===== src/rtl/obuf_pkg.sv =====
package obuf_pkg;
  typedef enum logic [1:0] {
    HS_NONE = 2'd0,
    HS_ACK  = 2'd1,
    HS_NAK  = 2'd2
  } hs_e;

  localparam int NUM_BANKS = 2;
endpackage


===== src/rtl/obuf_bank.sv =====
module obuf_bank #(
  parameter int DATA_W = 8,
  parameter int DEPTH  = 64,
  parameter int CNT_W  = $clog2(DEPTH + 1)
) (
  input  logic              clk,
  input  logic              rst_n,
  input  logic              wr_en,
  input  logic [CNT_W-1:0]  wr_addr,
  input  logic [DATA_W-1:0] wr_data,
  input  logic              commit,
  input  logic [CNT_W-1:0]  commit_len,
  input  logic              rel,
  input  logic [CNT_W-1:0]  rd_addr,
  output logic              full,
  output logic [CNT_W-1:0]  len,
  output logic [DATA_W-1:0] rd_word
);
  localparam int AW = (DEPTH > 1) ? $clog2(DEPTH) : 1;

  logic [DATA_W-1:0] mem [DEPTH];

  always_ff @(posedge clk) begin
    if (wr_en && (wr_addr < CNT_W'(DEPTH))) mem[wr_addr[AW-1:0]] <= wr_data;
  end

  always_ff @(posedge clk) begin
    if (!rst_n) begin
      full <= 1'b0;
      len  <= '0;
    end else if (commit) begin
      full <= 1'b1;
      len  <= commit_len;
    end else if (rel) begin
      full <= 1'b0;
    end
  end

  assign rd_word = (rd_addr < CNT_W'(DEPTH)) ? mem[rd_addr[AW-1:0]] : '0;
endmodule


===== src/rtl/obuf_fill_ctl.sv =====
module obuf_fill_ctl
  import obuf_pkg::*;
#(
  parameter int DEPTH = 64,
  parameter int CNT_W = $clog2(DEPTH + 1)
) (
  input  logic                 clk,
  input  logic                 rst_n,
  input  logic                 two_bank,
  input  logic                 in_valid,
  input  logic                 pkt_end,
  input  logic                 pkt_bad,
  input  logic [NUM_BANKS-1:0] full_vec,
  output logic                 in_ready,
  output logic                 wr_bank,
  output logic                 wr_en,
  output logic [CNT_W-1:0]     wptr,
  output logic                 commit,
  output logic [CNT_W-1:0]     commit_len,
  output hs_e                  hs
);
  logic fill_busy;

  assign fill_busy  = full_vec[wr_bank];
  assign in_ready   = !fill_busy && (wptr < CNT_W'(DEPTH));
  assign wr_en      = in_valid && in_ready;
  assign commit     = pkt_end && !pkt_bad && !fill_busy;
  assign commit_len = wptr + CNT_W'(wr_en);

  always_ff @(posedge clk) begin
    if (!rst_n) begin
      wptr    <= '0;
      wr_bank <= 1'b0;
      hs      <= HS_NONE;
    end else begin
      hs <= HS_NONE;
      if (pkt_end) begin
        wptr <= '0;
        if (!pkt_bad) hs <= fill_busy ? HS_NAK : HS_ACK;
        if (commit && two_bank) wr_bank <= ~wr_bank;
      end else if (wr_en) begin
        wptr <= wptr + 1'b1;
      end
      if (!two_bank) wr_bank <= 1'b0;
    end
  end
endmodule


===== src/rtl/obuf_cpu_ctl.sv =====
module obuf_cpu_ctl
  import obuf_pkg::*;
#(
  parameter int CNT_W = 7
) (
  input  logic                            clk,
  input  logic                            rst_n,
  input  logic                            two_bank,
  input  logic [NUM_BANKS-1:0]            full_vec,
  input  logic [NUM_BANKS-1:0][CNT_W-1:0] len_vec,
  input  logic                            commit,
  input  logic                            commit_bank,
  input  logic                            clr_flag,
  input  logic                            clr_owned,
  input  logic                            rd_ready,
  output logic                            rd_bank,
  output logic [CNT_W-1:0]                rptr,
  output logic                            rx_flag,
  output logic                            bank_owned,
  output logic                            rd_valid,
  output logic [CNT_W-1:0]                byte_cnt,
  output logic                            rel_ok
);
  logic nxt_bank;
  logic nxt_full;
  logic pop;

  assign bank_owned = full_vec[rd_bank];
  assign rd_valid   = bank_owned && (rptr < len_vec[rd_bank]);
  assign byte_cnt   = bank_owned ? (len_vec[rd_bank] - rptr) : '0;
  assign rel_ok     = clr_owned && bank_owned && !rx_flag;
  assign pop        = rd_valid && rd_ready && !rel_ok;
  assign nxt_bank   = two_bank ? ~rd_bank : 1'b0;
  assign nxt_full   = ((nxt_bank != rd_bank) && full_vec[nxt_bank]) ||
                      (commit && (commit_bank == nxt_bank));

  always_ff @(posedge clk) begin
    if (!rst_n) begin
      rd_bank <= 1'b0;
      rptr    <= '0;
      rx_flag <= 1'b0;
    end else if (rel_ok) begin
      rd_bank <= nxt_bank;
      rptr    <= '0;
      rx_flag <= nxt_full;
    end else begin
      if (pop) rptr <= rptr + 1'b1;
      if (commit && (commit_bank == rd_bank)) rx_flag <= 1'b1;
      else if (clr_flag)                      rx_flag <= 1'b0;
    end
  end
endmodule


===== src/rtl/rx_pingpong_buf.sv =====
module rx_pingpong_buf
  import obuf_pkg::*;
#(
  parameter int DATA_W = 8,
  parameter int DEPTH  = 64
) (
  input  logic                       clk,
  input  logic                       rst_n,
  input  logic                       two_bank,
  input  logic                       in_valid,
  output logic                       in_ready,
  input  logic [DATA_W-1:0]          in_data,
  input  logic                       pkt_end,
  input  logic                       pkt_bad,
  output logic                       hs_ack,
  output logic                       hs_nak,
  input  logic                       int_en,
  output logic                       irq,
  output logic                       rx_flag,
  input  logic                       clr_flag,
  output logic                       bank_owned,
  input  logic                       clr_owned,
  output logic [$clog2(DEPTH+1)-1:0] byte_cnt,
  output logic                       rd_valid,
  input  logic                       rd_ready,
  output logic [DATA_W-1:0]          rd_data
);
  localparam int CNT_W = $clog2(DEPTH + 1);

  logic [NUM_BANKS-1:0]            full_vec;
  logic [NUM_BANKS-1:0][CNT_W-1:0] len_vec;
  logic [NUM_BANKS-1:0][DATA_W-1:0] word_vec;
  logic                            wr_bank, wr_en, commit, rd_bank, rel_ok;
  logic [CNT_W-1:0]                wptr, commit_len, rptr;
  hs_e                             hs;

  obuf_fill_ctl #(.DEPTH(DEPTH), .CNT_W(CNT_W)) fill_i (
    .clk(clk), .rst_n(rst_n), .two_bank(two_bank), .in_valid(in_valid),
    .pkt_end(pkt_end), .pkt_bad(pkt_bad), .full_vec(full_vec),
    .in_ready(in_ready), .wr_bank(wr_bank), .wr_en(wr_en), .wptr(wptr),
    .commit(commit), .commit_len(commit_len), .hs(hs)
  );

  obuf_cpu_ctl #(.CNT_W(CNT_W)) cpu_i (
    .clk(clk), .rst_n(rst_n), .two_bank(two_bank), .full_vec(full_vec),
    .len_vec(len_vec), .commit(commit), .commit_bank(wr_bank),
    .clr_flag(clr_flag), .clr_owned(clr_owned), .rd_ready(rd_ready),
    .rd_bank(rd_bank), .rptr(rptr), .rx_flag(rx_flag),
    .bank_owned(bank_owned), .rd_valid(rd_valid), .byte_cnt(byte_cnt),
    .rel_ok(rel_ok)
  );

  for (genvar b = 0; b < NUM_BANKS; b++) begin : g_bank
    obuf_bank #(.DATA_W(DATA_W), .DEPTH(DEPTH), .CNT_W(CNT_W)) bank_i (
      .clk(clk), .rst_n(rst_n),
      .wr_en(wr_en && (wr_bank == 1'(b))), .wr_addr(wptr), .wr_data(in_data),
      .commit(commit && (wr_bank == 1'(b))), .commit_len(commit_len),
      .rel(rel_ok && (rd_bank == 1'(b))), .rd_addr(rptr),
      .full(full_vec[b]), .len(len_vec[b]), .rd_word(word_vec[b])
    );
  end

  assign rd_data = rd_valid ? word_vec[rd_bank] : '0;
  assign hs_ack  = (hs == HS_ACK);
  assign hs_nak  = (hs == HS_NAK);
  assign irq     = rx_flag && int_en;
endmodule


===== config.mk =====
export PLATFORM = sky130hd
export DESIGN_NAME = rx_pingpong_buf
export DESIGN_NICKNAME = d
export VERILOG_FILES = /design/src/rtl/obuf_pkg.sv /design/src/rtl/obuf_bank.sv /design/src/rtl/obuf_fill_ctl.sv /design/src/rtl/obuf_cpu_ctl.sv /design/src/rtl/rx_pingpong_buf.sv
export SDC_FILE = /design/constraint.sdc
export NUM_CORES = 1
export LEC_CHECK = 0
export BUFFER_PORTS_ARGS = -buffer_cell sky130_fd_sc_hd__buf_2
export CORE_MARGIN = 1
export CORE_UTILIZATION = 55
export CTS_CLUSTER_SIZE = 20
export DETAILED_ROUTE_END_ITERATION = 10
export PLACE_DENSITY = 0.71
export SLEW_MARGIN = 10
export SYNTH_ARGS = -nofsm -noshare
export SYNTH_HDL_FRONTEND = slang
export SYNTH_HIERARCHICAL = 1
export SYNTH_SLANG_ARGS = --single-unit

===== constraint.sdc =====
create_clock -name clk -period 8.1 [get_ports clk]
set_clock_uncertainty 0.05 [all_clocks]
set_input_delay 0.81 -clock clk [delete_from_list [all_inputs] [get_ports clk]]
set_output_delay 0.81 -clock clk [all_outputs]
set_load 0.005 [all_outputs]

* Word level (Yosys, flattened, before mapping)
Memory sizes are Yosys's and may differ from the RTL's. A register that Yosys moved wholly into a read port is not among the register bits.
Cells that the tools add are included.
** Cells by class
- Add/subtract/negate cells :: 4
- Multipliers :: 0
- Divide/modulo/power cells :: 0
- Magnitude comparators :: 6
- Eq/ne operators :: 5
- Shifts and indexed selects :: 0
- Mux-type cells :: 31
- Bitwise operators :: 4
- Reductions and logical operators :: 35
** Operators by type and width (number)
- $mux 8 :: 5
- $mux 6 :: 4
- $logic_and 1x1->1 :: 22
- $mux 7 :: 3
- $mux 1 :: 18
- $add 7x1->7 const B :: 2
- $lt 7x7->1 const B :: 2
- $add 7x1->7 :: 1
- $lt 7x7->1 :: 1
- $sub 7x7->7 :: 1
- $lt 1x2->1 const B :: 3
- $logic_not 1->1 :: 4
- $not 1->1 :: 4
- $reduce_and 2->1 :: 2
- $reduce_bool 2->1 :: 2
- $reduce_or 2->1 :: 2
- $reduce_bool 3->1 :: 1
- $reduce_or 3->1 :: 1
- $eq 1x1->1 :: 2
- $eq 2x1->1 const B :: 1
- $eq 2x2->1 const B :: 1
- $mux 2 :: 1
- $logic_or 1x1->1 :: 1
- $ne 1x1->1 :: 1
** Storage, ports and cells
- Flip-flop bits (word level) :: 35
- Latch bits :: 0
- Bits in writable memories :: 1024
- ROM bits :: 0
- Bits of input ports :: 18
- Memories :: 2
** Memories
- g_bank[0].bank_i.mem :: depth 64, width 8, read ports 1, clocked after memory_dff 1, wr ports 1, line obuf_bank.sv:21 : logic [DATA_W-1:0] mem [DEPTH];
- g_bank[1].bank_i.mem :: depth 64, width 8, read ports 1, clocked after memory_dff 1, wr ports 1, line obuf_bank.sv:21

* Longest topological paths before layout
Gate-level depths: netlist of the first run.
- Depth after elaboration :: 9
- Gate-level depth with buffers :: 10

* Hierarchy
Netlist of the first run, hierarchy kept.
** Modules (own cells, without submodules)
- obuf_bank :: times used 2, cells each 954, area an instance 20216.9 µm², sequential area each 15534.9 µm²
- obuf_cpu_ctl :: times used 1, cells each 120, area an instance 928.4 µm², sequential area each 180.2 µm²
- obuf_fill_ctl :: times used 1, cells each 67, area an instance 575.6 µm², sequential area each 200.2 µm²
- rx_pingpong_buf :: times used 1, cells each 26, area an instance 201.4 µm², sequential area each 0.0 µm²

* Worst setup path after synthesis of the first run
No wires, ideal clock.
- Kind :: reg-to-output
- Start point :: register cpu_i.rd_bank
- End point :: output port rd_data[0]
- Data arrival time :: 2.500 ns
- Required time :: 7.240 ns
- Path slack :: 4.740 ns
- Stages on the path, launching flop included :: 9
- Path buffers :: 1
- Path through :: dfxtp_1 > buf_1 > mux2_2 > ha_1 > nand4_1 > a21oi_1 > nor2_1 > nor3_1 > nor2b_1
** On the way
- Word-level cells in the longest chain between the ends :: 5
- Elaborated cells on any way between the ends :: 9
- Those cells by class :: order compare (1); mux (7); reduce/logical (1)
** Ends and longest elaborated chain
- start: declaration :: line obuf_cpu_ctl.sv:16 : output logic rd_bank,
- start signal: assignment :: line obuf_cpu_ctl.sv:43 : rd_bank <= nxt_bank;
- $mux 7 (implied by the code) (2 in a row) :: line obuf_cpu_ctl.sv:29 : assign rd_valid = bank_owned && (rptr < len_vec[rd_bank]);
- $lt 7x7->1 :: line obuf_cpu_ctl.sv:29
- $logic_and 1x1->1 * :: line obuf_cpu_ctl.sv:29
- named net rd_valid :: line rx_pingpong_buf.sv:24 : output logic rd_valid,
- $mux 8 * :: line rx_pingpong_buf.sv:63 : assign rd_data = rd_valid ? word_vec[rd_bank] : '0;
- end: declaration :: line rx_pingpong_buf.sv:26 : output logic [DATA_W-1:0] rd_data
The timed path passes the listed nets; every way through them passes the cells marked *. The select of a mux whose other input is x is not followed.

* Worst setup path after layout of the first run
- Start point :: register cpu_i.rd_bank
- End point :: output port rd_data[1]
** On the way
- Word-level cells in the longest chain between the ends :: 5
- Elaborated cells on any way between the ends :: 9
- Those cells by class :: order compare (1); mux (7); reduce/logical (1)
** Ends and longest elaborated chain (line)
- $mux 7 (implied by the code) (2 in a row) :: obuf_cpu_ctl.sv:29
- $lt 7x7->1 :: obuf_cpu_ctl.sv:29
- $logic_and 1x1->1 :: obuf_cpu_ctl.sv:29
- $mux 8 * :: rx_pingpong_buf.sv:63
Mark *: on every way between the ends. The rest lies on a longest branch, timed or not. The select of a mux whose other input is x is not followed.

==> results.rst, run 1 <==
.. list-table::
   :header-rows: 1

   * - Metric
     - Value
   * - Share of cells above drive strength 1
     - 21.3%
   * - Number of pins exceeding their max-slew limit in the final report
     - 0
   * - Number of clock buffers inserted by TritonCTS
     - 103
   * - Hold-fix buffer count after cts
     - 0
   * - Warnings from Yosys
     - 6
   * - Via count of the routed design
     - 21,100
   * - Quantity of I/O buffers inserted on ports
     - 39
   * - Maximum clock frequency
     - 188 MHz
   * - Gate count after technology mapping
     - 2,121
   * - Area Overhead vs Synth
     - 10.1%
   * - Detailed Route WL
     - 95,300 um
   * - Yosys top cell by area
     - sky130_fd_sc_hd__edfxtp_1
   * - Clock tree from TritonCTS
     - done
   * - Setup repair after global routing missed its margin
     - no
   * - Startpoint types
     - flip-flop
   * - Synthesized netlist net count
     - 2,153
   * - Initial DRT Pass Iterations
     - 6
   * - Post-synth design cell area
     - 42,100 um2
   * - Ordered list of cells on the worst path
     - buf_4, mux2_2, ha_1, nand4_1, a21oi_1, nor2_1, nor3_2, nor2b_1, buf_2
   * - Relative slew slack
     - 21.2%
   * - Sequential Area
     - 31,500 um2
   * - Overall Global Routing Usage
     - 25.0%
   * - VDD IR-drop max
     - 0.209 mV
   * - Share of synthesized area occupied by flip-flops and latches
     - 74.6%
   * - Required time at the endpoint of the critical path
     - 7240 ps
   * - Average vias per placed instance
     - 6.49
   * - Cell row count
     - 101
   * - Highest metal used
     - met5
   * - Critical Path AT
     - 4460 ps
   * - Status
     - complete, no violations
   * - Clk Latency, worst-skew pair
     - 660 ps
   * - Critical Path Fanout Max
     - 14
   * - Total negative setup slack
     - 0 ps
   * - RePlAce Congestion
     - 0.894
   * - Initial standard-cell utilization of the core
     - 55.6%
   * - Gr ovfl total
     - 0
   * - Detail Route met2 WL
     - 46,800 um
   * - Leakage power
     - 14.0 nW
   * - Post-synth EDFFs
     - 1,024
   * - Main flop type after synthesis
     - sky130_fd_sc_hd__edfxtp_1
   * - Transition at the pin with the smallest max-transition slack
     - 1180 ps
   * - Routed length on met3
     - 7940 um
   * - Commonest non-fill, non-tap cells in the layout
     - sky130_fd_sc_hd__edfxtp_1 (1,024), sky130_fd_sc_hd__mux4_2 (256), sky130_fd_sc_hd__nor2_1 (172), sky130_fd_sc_hd__clkbuf_16 (103), sky130_fd_sc_hd__nand2_1 (85)
   * - Final number of setup-violating endpoints
     - 0
   * - WL per Instance
     - 29.4 um
   * - Vias in the first global route
     - 21,100
   * - Global-route wire length before repair
     - 141,000 um
   * - Reg-to-reg setup timing slack
     - 3890 ps
   * - CTS root buf
     - sky130_fd_sc_hd__clkbuf_16
   * - Filler Cell Count
     - 5,221
   * - Reported max-cap violation count
     - 0
   * - Core area
     - 75,800 um2
   * - Htree depth
     - 3
   * - Die extent in x
     - 279 um
   * - DRC violations left
     - 0
   * - Quantity of gates resized following cts
     - 0
   * - Average size of a mapped cell
     - 19.9 um2
   * - DR iter-0 viols
     - 2,401
   * - Synth top area share
     - 73.0%
   * - Number of flip-flops and latches in the synthesized netlist
     - 1,059
   * - Die outline area
     - 77,700 um2
   * - Critical path endpoint category
     - output pin
   * - Count of different cell masters after synthesis
     - 62
   * - Post-layout min period
     - 5320 ps
   * - Tcrit/Tclk final
     - 65.7%
   * - Area of the multi-input gates
     - 9990 um2
   * - Number of buffers added for setup after CTS
     - 0
   * - Capture point of the worst reg-to-reg path
     - g_bank[0].bank_i/mem[54][1]
   * - Cell depth of the worst flop-to-flop path
     - 6
   * - Most frequent standard cell in the layout excluding fill and tap cells
     - sky130_fd_sc_hd__edfxtp_1
   * - Fraction of synthesis flops using an asynchronous set or reset pin
     - 0%
   * - Timing endpoint of the critical path
     - rd_data[1]
   * - Worst-case clock buffer depth
     - 3
   * - Clock slew at reported path FFs
     - 60 ps
   * - Number of antenna violations at the first check in global routing
     - 2
   * - Final HPWL DP
     - 56,300 um
   * - Vertical extent of the die
     - 279 um
   * - Met1 Routed Length
     - 37,100 um
   * - Largest net degree at the start of global routing
     - 108
   * - Nets
     - 2,216
   * - Slowest Stage Delay on Critical Path
     - 730 ps
   * - Final hold violation count
     - 0
   * - Remaining antenna violation count
     - 0
   * - Tightest Hold Check Type
     - in -> reg
   * - Top Ports
     - 40
   * - WS Path Type
     - reg -> out
   * - Clock sink total
     - 1,059
   * - Slowest-stage cell, CP
     - sky130_fd_sc_hd__nor3_2
   * - Antenna cell count
     - 0
   * - P per Cell Area
     - 231 nW/um2
   * - Cell types occupying the most area after synthesis
     - sky130_fd_sc_hd__edfxtp_1 (73%), sky130_fd_sc_hd__mux4_2 (14%), sky130_fd_sc_hd__mux2i_1 (2.0%), sky130_fd_sc_hd__dfxtp_1 (1.7%), sky130_fd_sc_hd__nor2_1 (1.5%)
   * - Final Power
     - 10.7 mW
   * - Depth of the worst hold-timing path
     - 3
   * - Reg-to-Reg Start
     - fill_i/wr_bank
   * - CP Launch Point
     - cpu_i/rd_bank
## worst max-delay path: cells and delay by family, from the launching register on
kind,cells,cell delay (ps)
and+or+nand+nor,4,1560
DFF,1,650
buffers and inverters,2,590
muxes,1,380
adders and majority gates,1,380
AOI/OAI and AO/OA,1,210
## per-layer routing
metal	global-route usage, %	vias up
met1	34.3	10900
met5	0	-
met4	8.69	2
met3	4.81	200
met2	40.5	1114
li1	-	8835
## kinds of logic (layout without fill, tap and decap cells)
family | count (synthesis) | count (layout) | synth area share (%)
adders and majority gates | 14 | 14 | 0.434
DFF | 1059 | 1059 | 74.6
and+or+nand+nor | 402 | 402 | 4.43
buffers and inverters | 122 | 266 | 1.67
AOI/OAI and AO/OA | 167 | 167 | 2.75
xor gates and xnor gates | 11 | 11 | 0.229
muxes | 346 | 346 | 15.8
## power by group
| group | switching, mW | internal (mW) |
|---|---|---|
| sequential | 0.00601 | 6.01 |
| clock | 1.99 | 2.54 |
| combinational | 0.137 | 0.0431 |
| total | 2.13 | 8.60 |
## how the worst min path moves through the flow
stage	start	endpoint	slack [ps]
floorplan	g_bank[1].bank_i/len[1]	g_bank[1].bank_i/len[1]	430
global placement	g_bank[0].bank_i/len[0]	g_bank[0].bank_i/len[0]	450
detailed placement	g_bank[1].bank_i/len[3]	g_bank[1].bank_i/len[3]	450
CTS	two_bank	fill_i/wr_bank	330
global route	two_bank	fill_i/wr_bank	360
finish	two_bank	fill_i/wr_bank	360
## flip-flops by register name (all words and copies together) (netlist names)
name / flops
cpu_i/rx_flag: 1
g_bank.bank_i/mem: 1024
fill_i/wr_bank: 1
fill_i/wptr: 7
cpu_i/rptr: 7
fill_i/hs: 2
g_bank.bank_i/len: 14
cpu_i/rd_bank: 1
g_bank.bank_i/full: 2
## metrics by stage
step / util [%] / setup WS, ps / area, um2 / hold slack (ps) / instances
after floorplan: - / 4740 / 42100 / 427 / 2121
after global placement: 57.0 / 3570 / 43200 / 454 / 3057
after detailed placement: 57.0 / 3520 / 43200 / 455 / 3057
after CTS: 61.2 / 2810 / 46400 / 330 / 3243
after global routing: 61.2 / 2590 / 46400 / 356 / 3243
final: 61.2 / 2780 / 46400 / 360 / 3243
## cell usage after synthesis (10+ instances only)
master,n
sky130_fd_sc_hd__edfxtp_1,1024
sky130_fd_sc_hd__inv_1,14
sky130_fd_sc_hd__a32oi_1,12
sky130_fd_sc_hd__dfxtp_1,35
sky130_fd_sc_hd__o211ai_1,17
sky130_fd_sc_hd__buf_4,26
sky130_fd_sc_hd__a21oi_1,40
sky130_fd_sc_hd__o21ai_0,14
sky130_fd_sc_hd__buf_2,12
sky130_fd_sc_hd__ha_1,13
sky130_fd_sc_hd__mux2i_1,83
sky130_fd_sc_hd__nand3_1,33
sky130_fd_sc_hd__nor2b_1,38
sky130_fd_sc_hd__mux4_2,256
sky130_fd_sc_hd__buf_6,17
sky130_fd_sc_hd__o22ai_1,20
sky130_fd_sc_hd__nand2_1,85
sky130_fd_sc_hd__nand3b_1,10
sky130_fd_sc_hd__nor2_1,172
sky130_fd_sc_hd__o2111ai_1,10
sky130_fd_sc_hd__clkbuf_1,45
sky130_fd_sc_hd__o221ai_1,18
## cell type report
class | instances | share of cell area [%]
sequential | 1059 | 67.8
timing repair buffer | 61 | 0.982
clock inverter | 55 | 1.10
clock buffer | 131 | 5.78
tap | 978 | 2.64
inverter | 19 | 0.154
multi-input combinational | 940 | 21.5
Note: power is estimated with default switching activity, not from simulation.
==> run 2: changes to the inputs <==
==> constraint.sdc (replaced) <==
create_clock -name clk -period 5.15 [get_ports clk]
set_clock_uncertainty 0.05 [all_clocks]
set_input_delay 0.515 -clock clk [delete_from_list [all_inputs] [get_ports clk]]
set_output_delay 0.515 -clock clk [all_outputs]
set_load 0.005 [all_outputs]
==> results.rst, run 2 (synthesis gave the netlist of run 1 again) <==
.. list-table::
   :header-rows: 1

   * - Metric
     - Value
   * - Status
     - complete, no violations
   * - Number of antenna violations at the first check in global routing
     - 1 (-1)
   * - Share of cells above drive strength 1
     - 22.4% (+1.1 points)
   * - Cell depth of the worst flop-to-flop path
     - 6 (unchanged)
   * - WS Path Type
     - reg -> out
   * - Critical Path Fanout Max
     - 39 (+25)
   * - Relative slew slack
     - 27.6% (+6.3 points)
   * - Total negative setup slack
     - 0 ps (unchanged)
   * - Clock tree from TritonCTS
     - done
   * - Final HPWL DP
     - 58,900 um (+4.6%)
   * - Cell row count
     - 101 (unchanged)
   * - Worst-case clock buffer depth
     - 3 (unchanged)
   * - Detail Route met2 WL
     - 46,500 um (-0.70%)
   * - Final design utilization
     - 61.6% (+0.44 points)
   * - Reg-to-Reg Start
     - fill_i/wr_bank
   * - Net switching power of the design
     - 3.35 mW (+57%)
   * - Clk network pwr share
     - 43.2% (+1.0 points)
   * - Tcrit/Tclk final
     - 86.9%
   * - Htree depth
     - 3 (unchanged)
   * - Vias in the first global route
     - 21,500 (+1.6%)
   * - Number of pins exceeding their max-slew limit in the final report
     - 0 (unchanged)
   * - Initial DRT Pass Iterations
     - 5 (-1)
   * - Commonest non-fill, non-tap cells in the layout
     - sky130_fd_sc_hd__edfxtp_1 (1,024), sky130_fd_sc_hd__mux4_2 (256), sky130_fd_sc_hd__nor2_1 (172), sky130_fd_sc_hd__clkbuf_16 (105), sky130_fd_sc_hd__nand2_1 (85)
   * - Top cell by count, worst path
     - sky130_fd_sc_hd__mux2i_1
   * - Instance count on the critical path
     - 9 (unchanged)
   * - Global-route wire length before repair
     - 142,000 um (+0.70%)
   * - Remaining antenna violation count
     - 0 (unchanged)
   * - Detailed Route WL
     - 96,500 um (+1.3%)
   * - Hold worst-path end
     - fill_i/wr_bank
   * - Ordered list of cells on the worst path
     - buf_4, mux4_2, mux2i_1, nand2_1, nand3_1, o22ai_1, mux2i_1, nor2b_1, buf_2
   * - Transition at the pin with the smallest max-transition slack
     - 1060 ps (-121 ps)
   * - Clk Latency, worst-skew pair
     - 660 ps (about the same)
   * - Startpoint of the lowest-slack hold path
     - two_bank
   * - Vertical extent of the die
     - 279 um (unchanged)
   * - Critical Path AT
     - 3910 ps (-550 ps)
   * - Maximum clock frequency
     - 224 MHz
   * - P per Cell Area
     - 367 nW/um2 (+59%)
   * - Die extent in x
     - 279 um (unchanged)
   * - Flip-flop count of the largest register after layout
     - 1,024 (unchanged)
   * - Clock sink total
     - 1,059 (unchanged)
   * - Area Overhead vs Synth
     - 10.9%
   * - Buffers plus inverters on the worst setup path
     - 2 (unchanged)
   * - CP Launch Point
     - cpu_i/rptr[2]
   * - Slowest-stage cell, CP
     - sky130_fd_sc_hd__dfxtp_4
   * - DR iter-0 viols
     - 2,542 (+5.9%)
   * - Average vias per placed instance
     - 6.55 (+0.90%)
   * - Quantity of gates resized following cts
     - 0 (unchanged)
   * - Antenna cell count
     - 0 (unchanged)
   * - Reported max-cap violation count
     - 0 (unchanged)
   * - DRC violations left
     - 0 (unchanged)
   * - Via count of the routed design
     - 21,400 (+1.8%)
   * - Die outline area
     - 77,700 um2 (unchanged)
   * - Final number of setup-violating endpoints
     - 0 (unchanged)
   * - Startpoint types
     - flip-flop
   * - WL per Instance
     - 29.5 um (+0.38%)
   * - Number of buffers added for setup after CTS
     - 0 (unchanged)
   * - Clock slew at reported path FFs
     - 60 ps (about the same)
   * - Combinational fraction of design power
     - 1.7% (about the same)
   * - Reg-to-reg setup timing slack
     - 1030 ps (-2860 ps)
   * - Gr ovfl total
     - 0 (unchanged)
   * - VDD IR-drop max
     - 0.352 mV (+68%)
   * - Sequential share of power
     - 55.1% (-1.0 points)
   * - Core area
     - 75,800 um2 (unchanged)
   * - Critical path endpoint category
     - output pin
   * - Leakage power
     - 14.1 nW (+1.4%)
   * - Nets
     - 2,238 (+0.99%)
   * - Met1 Routed Length
     - 37,400 um (+0.84%)
   * - Required time at the endpoint of the critical path
     - 4590 ps (-2650 ps)
   * - CTS root buf
     - sky130_fd_sc_hd__clkbuf_16
   * - Hold-fix buffer count after cts
     - 0 (unchanged)
   * - Routed length on met3
     - 8890 um (+12%)
   * - Worst Hold Slack
     - 67.3 ps (-292 ps)
   * - Slowest Stage Delay on Critical Path
     - 750 ps (+20 ps)
   * - CP delay by family, top
     - buffers and inverters
   * - Capture point of the worst reg-to-reg path
     - g_bank[1].bank_i/mem[0][4]
   * - Final hold violation count
     - 0 (unchanged)
   * - Highest metal used
     - met5
   * - Setup repair after global routing missed its margin
     - no
   * - Overall Global Routing Usage
     - 25.2% (+0.25 points)
   * - Most frequent standard cell in the layout excluding fill and tap cells
     - sky130_fd_sc_hd__edfxtp_1
   * - Quantity of I/O buffers inserted on ports
     - 39 (unchanged)
   * - RePlAce Congestion
     - 0.914 (+2.3%)
   * - Number of clock buffers inserted by TritonCTS
     - 103 (unchanged)
   * - Top Ports
     - 40 (unchanged)
   * - Switching power share of the total
     - 19.5% (-0.34 points)
   * - Post-layout min period
     - 4470 ps
   * - Tightest Hold Check Type
     - in -> reg
   * - Cell-internal power
     - 13.8 mW (+61%)
   * - Depth of the worst hold-timing path
     - 3 (unchanged)
   * - Initial standard-cell utilization of the core
     - 55.6% (unchanged)
   * - Largest net degree at the start of global routing
     - 98 (-9.3%)
run 2: worst max-delay path by stage:
stage / to / slack [ps]
floorplan: rd_data[0] / 2080
global placement: g_bank[1].bank_i/mem[40][4] / 1350
detailed placement: g_bank[1].bank_i/mem[0][5] / 1120
CTS: rd_data[1] / 750
global route: rd_data[5] / 540
finish: rd_data[7] / 680
run 2: final cells by class:
class	instances	area, um2
clock inverters	69	631
fillers	5189	29100
well taps	978	1220
repair buffers	83	658
clock buffers	124	2700
flip-flops and latches	1059	31500
inverters	19	71.3
multi-input cells	940	9990
run 2: stage by stage:
stage / cells / total power, mW / setup slack (ps) / instance area [um2]
6_report: 3272 / 17.2 / 676 / 46700
5_1_grt: 3272 / 17.6 / 541 / 46700
4_1_cts: 3272 / 17.3 / 752 / 46700
2_1_floorplan: 2121 / 9.74 / 2080 / 42100
3_5_place_dp: 3079 / 9.93 / 1120 / 43400
3_3_place_gp: 3079 / 9.91 / 1350 / 43400
run 2: per-layer routing:
layer  GRT usage, %  vias to the layer above
met5              0                        -
met4           10.2                        2
met3           4.68                      211
met2           40.0                     1189
met1           35.1                    11100
li1               -                     8898
run 2: power groups by stage:
stage	clock, mW	sequential, mW	combinational, mW
after floorplan	0	9.64	0.0984
after global placement	0	9.64	0.274
after detailed placement	0	9.64	0.288
after CTS	7.53	9.46	0.288
after global routing	7.83	9.45	0.306
final	7.41	9.46	0.288
run 2: tightest hold or removal path, cell delays in order:
cell	delay (ps)
sky130_fd_sc_hd__buf_2	120
sky130_fd_sc_hd__nand2_1	60
sky130_fd_sc_hd__a21oi_1	40
